## src/rtl/crc_pkg.sv

```systemverilog
package crc_pkg;
    typedef enum logic [2:0] {
        CM_IDLE   = 3'b000,
        CM_RISE   = 3'b001,
        CM_BOTH   = 3'b010,
        CM_GATED  = 3'b011,
        CM_QUAD   = 3'b100,
        CM_SECDIR = 3'b101,
        CM_TRIG   = 3'b110,
        CM_CASC   = 3'b111
    } cmode_e;

    typedef struct packed {
        logic a;
        logic b;
    } qtrk_t;
endpackage

```

## src/rtl/crc_step.sv

```systemverilog
module crc_step
    import crc_pkg::*;
(
    input  logic       clk,
    input  logic       rst_n,
    input  logic [2:0] mode_i,
    input  logic       dir_i,
    input  logic       prim_rise_i,
    input  logic       prim_fall_i,
    input  logic       prim_lvl_i,
    input  logic       sec_lvl_i,
    input  logic       sec_rise_i,
    output logic       step_o,
    output logic       down_o,
    output logic       trig_o
);
    cmode_e mode;
    qtrk_t  trk_d, trk_q;
    logic   q_step, q_down;

    assign mode = cmode_e'(mode_i);

    always_comb begin
        trk_d.a = prim_lvl_i;
        trk_d.b = sec_lvl_i;
        // exactly one input changed: a valid Gray transition
        q_step  = (prim_lvl_i ^ trk_q.a) ^ (sec_lvl_i ^ trk_q.b);
        q_down  = trk_q.a ^ sec_lvl_i;
    end

    always_comb begin
        step_o = 1'b0;
        down_o = dir_i;
        trig_o = 1'b0;
        case (mode)
            CM_IDLE:   step_o = 1'b0;
            CM_RISE:   step_o = prim_rise_i;
            CM_BOTH:   step_o = prim_rise_i | prim_fall_i;
            CM_GATED:  step_o = prim_rise_i & sec_lvl_i;
            CM_QUAD: begin
                step_o = q_step;
                down_o = q_step ? q_down : dir_i;
            end
            CM_SECDIR: begin
                step_o = prim_rise_i;
                down_o = dir_i ^ sec_lvl_i;
            end
            CM_TRIG: begin
                step_o = prim_rise_i;
                trig_o = sec_rise_i;
            end
            CM_CASC: begin
                step_o = prim_rise_i ^ prim_fall_i;
                down_o = prim_fall_i;
            end
            default: step_o = 1'b0;
        endcase
    end

    always_ff @(posedge clk or negedge rst_n) begin
        if (!rst_n) trk_q <= '0;
        else        trk_q <= trk_d;
    end
endmodule

```

## src/rtl/crc_core.sv

```systemverilog
module crc_core
    import crc_pkg::*;
#(
    parameter int W = 16
) (
    input  logic         clk,
    input  logic         rst_n,
    input  logic         trig_mode_i,
    input  logic         len_i,
    input  logic         once_i,
    input  logic         alt_cmp_i,
    input  logic         tci_i,
    input  logic         alt_load_i,
    input  logic         step_i,
    input  logic         down_i,
    input  logic         trig_i,
    input  logic [W-1:0] comp1_i,
    input  logic [W-1:0] comp2_i,
    input  logic [W-1:0] load_i,
    input  logic [W-1:0] alt_val_i,
    input  logic         ext_reload_i,
    input  logic         ovf_clr_i,
    input  logic         cmpf_clr_i,
    output logic [W-1:0] count_o,
    output logic         cmp1_o,
    output logic         cmp2_o,
    output logic         ovf_o,
    output logic         cmpf_o,
    output logic         up_o
);
    localparam logic [W-1:0] ALL_ONES = {W{1'b1}};
    localparam logic [W-1:0] ONE      = {{(W-1){1'b0}}, 1'b1};

    typedef struct packed {
        logic [W-1:0] cnt;
        logic         phase;
        logic         halted;
        logic         running;
        logic         up;
        logic         ovf;
        logic         cmpf;
        logic         c1;
        logic         c2;
    } st_t;

    st_t          st_d, st_q;
    logic         live_step;
    logic [W-1:0] reload_val;
    logic [W-1:0] target;
    logic         hit, hit_is2;

    always_comb begin
        live_step  = step_i & ~st_q.halted & (~trig_mode_i | st_q.running);
        reload_val = (alt_load_i & down_i) ? alt_val_i : load_i;
        hit_is2    = alt_cmp_i ? st_q.phase : down_i;
        target     = hit_is2 ? comp2_i : comp1_i;
        hit        = live_step & (st_q.cnt == target);

        st_d      = st_q;
        st_d.c1   = 1'b0;
        st_d.c2   = 1'b0;
        st_d.ovf  = st_q.ovf & ~ovf_clr_i;
        st_d.cmpf = st_q.cmpf & ~cmpf_clr_i;

        if (ext_reload_i) begin
            st_d.cnt     = reload_val;
            st_d.phase   = 1'b0;
            st_d.halted  = 1'b0;
            st_d.running = 1'b0;
        end else if (trig_mode_i && trig_i && st_q.running) begin
            if (tci_i) st_d.cnt     = reload_val;
            else       st_d.running = 1'b0;
        end else begin
            if (trig_mode_i && trig_i) st_d.running = 1'b1;
            if (live_step) begin
                st_d.up = ~down_i;
                if (hit && len_i) begin
                    st_d.cnt = reload_val;
                end else if (down_i) begin
                    st_d.cnt = st_q.cnt - ONE;
                    if (st_q.cnt == '0) st_d.ovf = 1'b1;
                end else begin
                    st_d.cnt = st_q.cnt + ONE;
                    if (st_q.cnt == ALL_ONES) st_d.ovf = 1'b1;
                end
                if (hit) begin
                    st_d.cmpf = 1'b1;
                    st_d.c1   = ~hit_is2;
                    st_d.c2   = hit_is2;
                    if (alt_cmp_i) st_d.phase = ~st_q.phase;
                    if (once_i && (!alt_cmp_i || st_q.phase)) st_d.halted = 1'b1;
                    if (trig_mode_i) st_d.running = 1'b0;
                end
            end
        end
    end

    always_ff @(posedge clk or negedge rst_n) begin
        if (!rst_n) begin
            st_q    <= '0;
            st_q.up <= 1'b1;
        end else begin
            st_q <= st_d;
        end
    end

    assign count_o = st_q.cnt;
    assign cmp1_o  = st_q.c1;
    assign cmp2_o  = st_q.c2;
    assign ovf_o   = st_q.ovf;
    assign cmpf_o  = st_q.cmpf;
    assign up_o    = st_q.up;
endmodule

```

## src/rtl/cmp_reload_ctr.sv

```systemverilog
module cmp_reload_ctr
    import crc_pkg::*;
#(
    parameter int W = 16
) (
    input  logic         clk,
    input  logic         rst_n,
    input  logic [2:0]   mode_i,
    input  logic         dir_i,
    input  logic         len_i,
    input  logic         once_i,
    input  logic         alt_cmp_i,
    input  logic         tci_i,
    input  logic         alt_load_i,
    input  logic         prim_rise_i,
    input  logic         prim_fall_i,
    input  logic         prim_lvl_i,
    input  logic         sec_lvl_i,
    input  logic         sec_rise_i,
    input  logic [W-1:0] comp1_i,
    input  logic [W-1:0] comp2_i,
    input  logic [W-1:0] load_i,
    input  logic [W-1:0] alt_val_i,
    input  logic         ext_reload_i,
    input  logic         ovf_clr_i,
    input  logic         cmpf_clr_i,
    output logic [W-1:0] count_o,
    output logic         cmp1_o,
    output logic         cmp2_o,
    output logic         ovf_o,
    output logic         cmpf_o,
    output logic         up_o
);
    logic step, down, trig, trig_mode;

    assign trig_mode = (cmode_e'(mode_i) == CM_TRIG);

    crc_step i_step (
        .clk         (clk),
        .rst_n       (rst_n),
        .mode_i      (mode_i),
        .dir_i       (dir_i),
        .prim_rise_i (prim_rise_i),
        .prim_fall_i (prim_fall_i),
        .prim_lvl_i  (prim_lvl_i),
        .sec_lvl_i   (sec_lvl_i),
        .sec_rise_i  (sec_rise_i),
        .step_o      (step),
        .down_o      (down),
        .trig_o      (trig)
    );

    crc_core #(.W(W)) i_core (
        .clk          (clk),
        .rst_n        (rst_n),
        .trig_mode_i  (trig_mode),
        .len_i        (len_i),
        .once_i       (once_i),
        .alt_cmp_i    (alt_cmp_i),
        .tci_i        (tci_i),
        .alt_load_i   (alt_load_i),
        .step_i       (step),
        .down_i       (down),
        .trig_i       (trig),
        .comp1_i      (comp1_i),
        .comp2_i      (comp2_i),
        .load_i       (load_i),
        .alt_val_i    (alt_val_i),
        .ext_reload_i (ext_reload_i),
        .ovf_clr_i    (ovf_clr_i),
        .cmpf_clr_i   (cmpf_clr_i),
        .count_o      (count_o),
        .cmp1_o       (cmp1_o),
        .cmp2_o       (cmp2_o),
        .ovf_o        (ovf_o),
        .cmpf_o       (cmpf_o),
        .up_o         (up_o)
    );
endmodule

```

## config.mk

```make
export PLATFORM = sky130hd
export DESIGN_NAME = cmp_reload_ctr
export DESIGN_NICKNAME = d
export VERILOG_FILES = /design/src/rtl/crc_pkg.sv /design/src/rtl/crc_step.sv /design/src/rtl/crc_core.sv /design/src/rtl/cmp_reload_ctr.sv
export SDC_FILE = /design/constraint.sdc
export NUM_CORES = 1
export LEC_CHECK = 0
export ABC_AREA = 1
export BUFFER_PORTS_ARGS = -buffer_cell sky130_fd_sc_hd__buf_2
export CAP_MARGIN = 15
export CORE_MARGIN = 10
export CORE_UTILIZATION = 40
export DETAILED_ROUTE_END_ITERATION = 12
export HOLD_SLACK_MARGIN = 0.03
export SETUP_SLACK_MARGIN = 0.2
export SLEW_MARGIN = 10
export SYNTH_ARGS = -nofsm -noshare
export SYNTH_HDL_FRONTEND = slang
export SYNTH_SLANG_ARGS = --single-unit
```

## constraint.sdc

```tcl
create_clock -name clk -period 4.11 [get_ports clk]
set_input_delay 0.2055 -clock clk [delete_from_list [all_inputs] [get_ports clk]]
set_output_delay 0.2055 -clock clk [all_outputs]
set_load 0.02 [all_outputs]
```

==> results.cfg <==
[status]
status = completed

[hold_path]
hold_path.class = primary input to register

[sta]
finalCriticalPeriod_ps = 3370
fin_setup_tns_ps = 0
max-slew-margin-rel_pct = 44.2
clock-skew-final_ps = 8.03
setup_ws_ps = 737
max_freq_ghz = 0.296
grt_setup_unrepaired = false
final_max_slew_viol_count = 0
fin_crit_sh_pct = 82.1
setup_viol_count_final = 0
tightest_slew_ps = 835
hold_violations = 0

[clock_tree]
cts_made_buffers = 3
cts_tree = done
h-tree-depth = 1
postCtsSetupBuffers = 0
root_buffer = clkbuf_8
cts.reportedPaths.clkPinSlew_ps = 110
clk_path_buf_depth = 2
clk_latency_ps = 280
cts.sink_count = 26

[worst_setup_path]
worstSetupPathType = register to register
critical_path.n_buffers_inverters = 2
crit_family = simple AND/OR/NAND/NOR gates
cp-end-kind = register
crit_arrival_ps = 3560
cp_max_fo = 8
critPathSlowestCell = dfrtp_1
crit_path_max_incr_delay_ps = 420
crit_required_ps = 4290
crit_path_frequent_cell = nand2_1
cp-start-kind = register

[grt]
overflow = 0
grt_max_degree = 27
grt_usage_pct = 16.9
antenna_found_initial = 0
grt_pass1_vias = 3854
grt_pass1_wl_um = 18700

[yosys]
synth_top_family_by_area = simple AND/OR/NAND/NOR gates
synth_warnings = 0
syn_inst = 597
netlist_area_mm2 = 0.00362
synthTopCellsByArea = nand2_1, dfrtp_1, nand3_1, inv_1, ha_1
ys_seq_elements = 26
synth_cell_types = 42
syn_area_per_cell_um2 = 6.07
synth_compound_area_share_pct = 6.91
ys_seq_area_share_pct = 18.0
synth_top_cell_by_area = nand2_1
synth_top_area_share_pct = 22.9
synth-xor-area-share_pct = 4.60
synth_mux_area_share_pct = 4.42
synth-simple-area-share_pct = 45.7
syn-num-nets = 697
synthAdderAreaFrac_pct = 6.08

[cells_and_area]
final_net_count = 779
drive_gt1_share_pct = 20.6
fin_util_pct = 47.6
diodes = 0
area_growth_pct = 15.2
layout_common_cells = nand2_1, buf_2, inv_1
layout_commonest_cell = nand2_1

[route]
first_pass_iters = 4
vias = 3936
dr.first_iter.drc_count = 255
wl_per_cell_um = 14.5
drc = 0
via_per_inst = 5.01
ant_nets = 0
routed_wl_um = 11400

[placed_design]
gp_congestion = 0.852
io_buffers = 103
dp_hpwl_um = 9120
dp_slack_ps = 742

[power]
p_leak_uw = 0.00248
vdd_drop_max_mv = 0.181
powerDensity_mw_per_mm2 = 337

[die]
coreArea_mm2 = 0.00876
start_util_pct = 41.3
dieArea_mm2 = 0.0133
io-pin-count = 104
die_h_um = 115
rows = 34
die-width_um = 115

[run]
max_cap_violations = 0
-- layout make-up --
cell class	count	area [um^2]
multi-input combinational	462	2450
fill	987	4590
clock inverter	1	30.0
tap	108	135
inverter	74	278
clock buffer	3	41.3
timing repair buffer	112	586
sequential	26	652
-- per-stage QoR --
step,total power [uW],std cells,instance area [um^2],hold WS (ps)
global route,1550,786,4170,85.0
floorplan,1000,597,3620,-90.1
detailed placement,1190,781,4090,260
finish,1410,786,4170,93.8
global placement,1190,781,4090,261
CTS,1420,786,4170,90.9
-- layer usage --
| layer | part of all wire, % | up-vias | track usage [%] |
|---|---|---|---|
| met5 | 0 | - | 0 |
| met4 | 1.3 | 0 | 4.21 |
| met3 | 6.2 | 8 | 2.29 |
| met2 | 46 | 109 | 27.7 |
| met1 | 46 | 1740 | 22.8 |
| li1 | - | 2079 | - |
-- flip-flops by register name, summed over array words and instances, names as in the netlist --
name,flops
i_core.st_q,3
i_core.count_o,16
i_core.ovf_o,1
i_step.trk_q,2
i_core.cmp1_o,1
i_core.cmp2_o,1
i_core.cmpf_o,1
i_core.up_o,1
-- worst paths after layout --
| check | depth (start not counted) | end | start | slack (ps) |
|---|---|---|---|---|
| max | 25 | i_core.count_o[13] | i_step.trk_q[1] | 740 |
| max in group asynchronous | 2 | i_core.count_o[15] | rst_n | 3240 |
| min | 1 | i_step.trk_q[1] | prim_lvl_i | 90 |
| max reg2reg | 25 | i_core.count_o[13] | i_step.trk_q[1] | 740 |
| min reg2reg | 2 | i_core.st_q[6] | i_core.st_q[6] | 500 |
| min in group asynchronous | 2 | i_core.count_o[10] | rst_n | 460 |
-- what timing repair did --
action                    CTS  global route
hold buffers                1             0
hold endpoints to repair   25             0
gates resized for setup     0             0
-- synth_stat cells (all sizes together) --
master,number
o211ai,2
nand2,230
inv,73
clkinv,1
xor2,9
and2,1
buf,30
o21a,1
nand3,61
mux2i,16
fa,1
xnor2,10
ha,16
o22ai,2
nor4,7
a211oi,1
dfrtp,25
a221oi,2
a21boi,1
nor3,5
nand4,22
a21oi,17
o31ai,1
clkbuf,5
a31oi,1
a21o,2
o21ai,13
nor2,32
nand3b,9
dfstp,1
-- kinds of logic after synthesis --
group                      after synthesis
DFF                                     26
and+or+nand+nor                        367
muxes                                   16
xor gates and xnor gates                19
AOI/OAI and AO/OA                       43
adders and majority gates               17
buffers and inverters                  109
-- power by group --
part,total [uW],switching [uW],internal [uW]
Clock,222,91.2,130
Sequential,376,81.4,295
Combinational,809,488,321
Total,1410,661,746
Note: power is estimated with default switching activity, not from simulation.
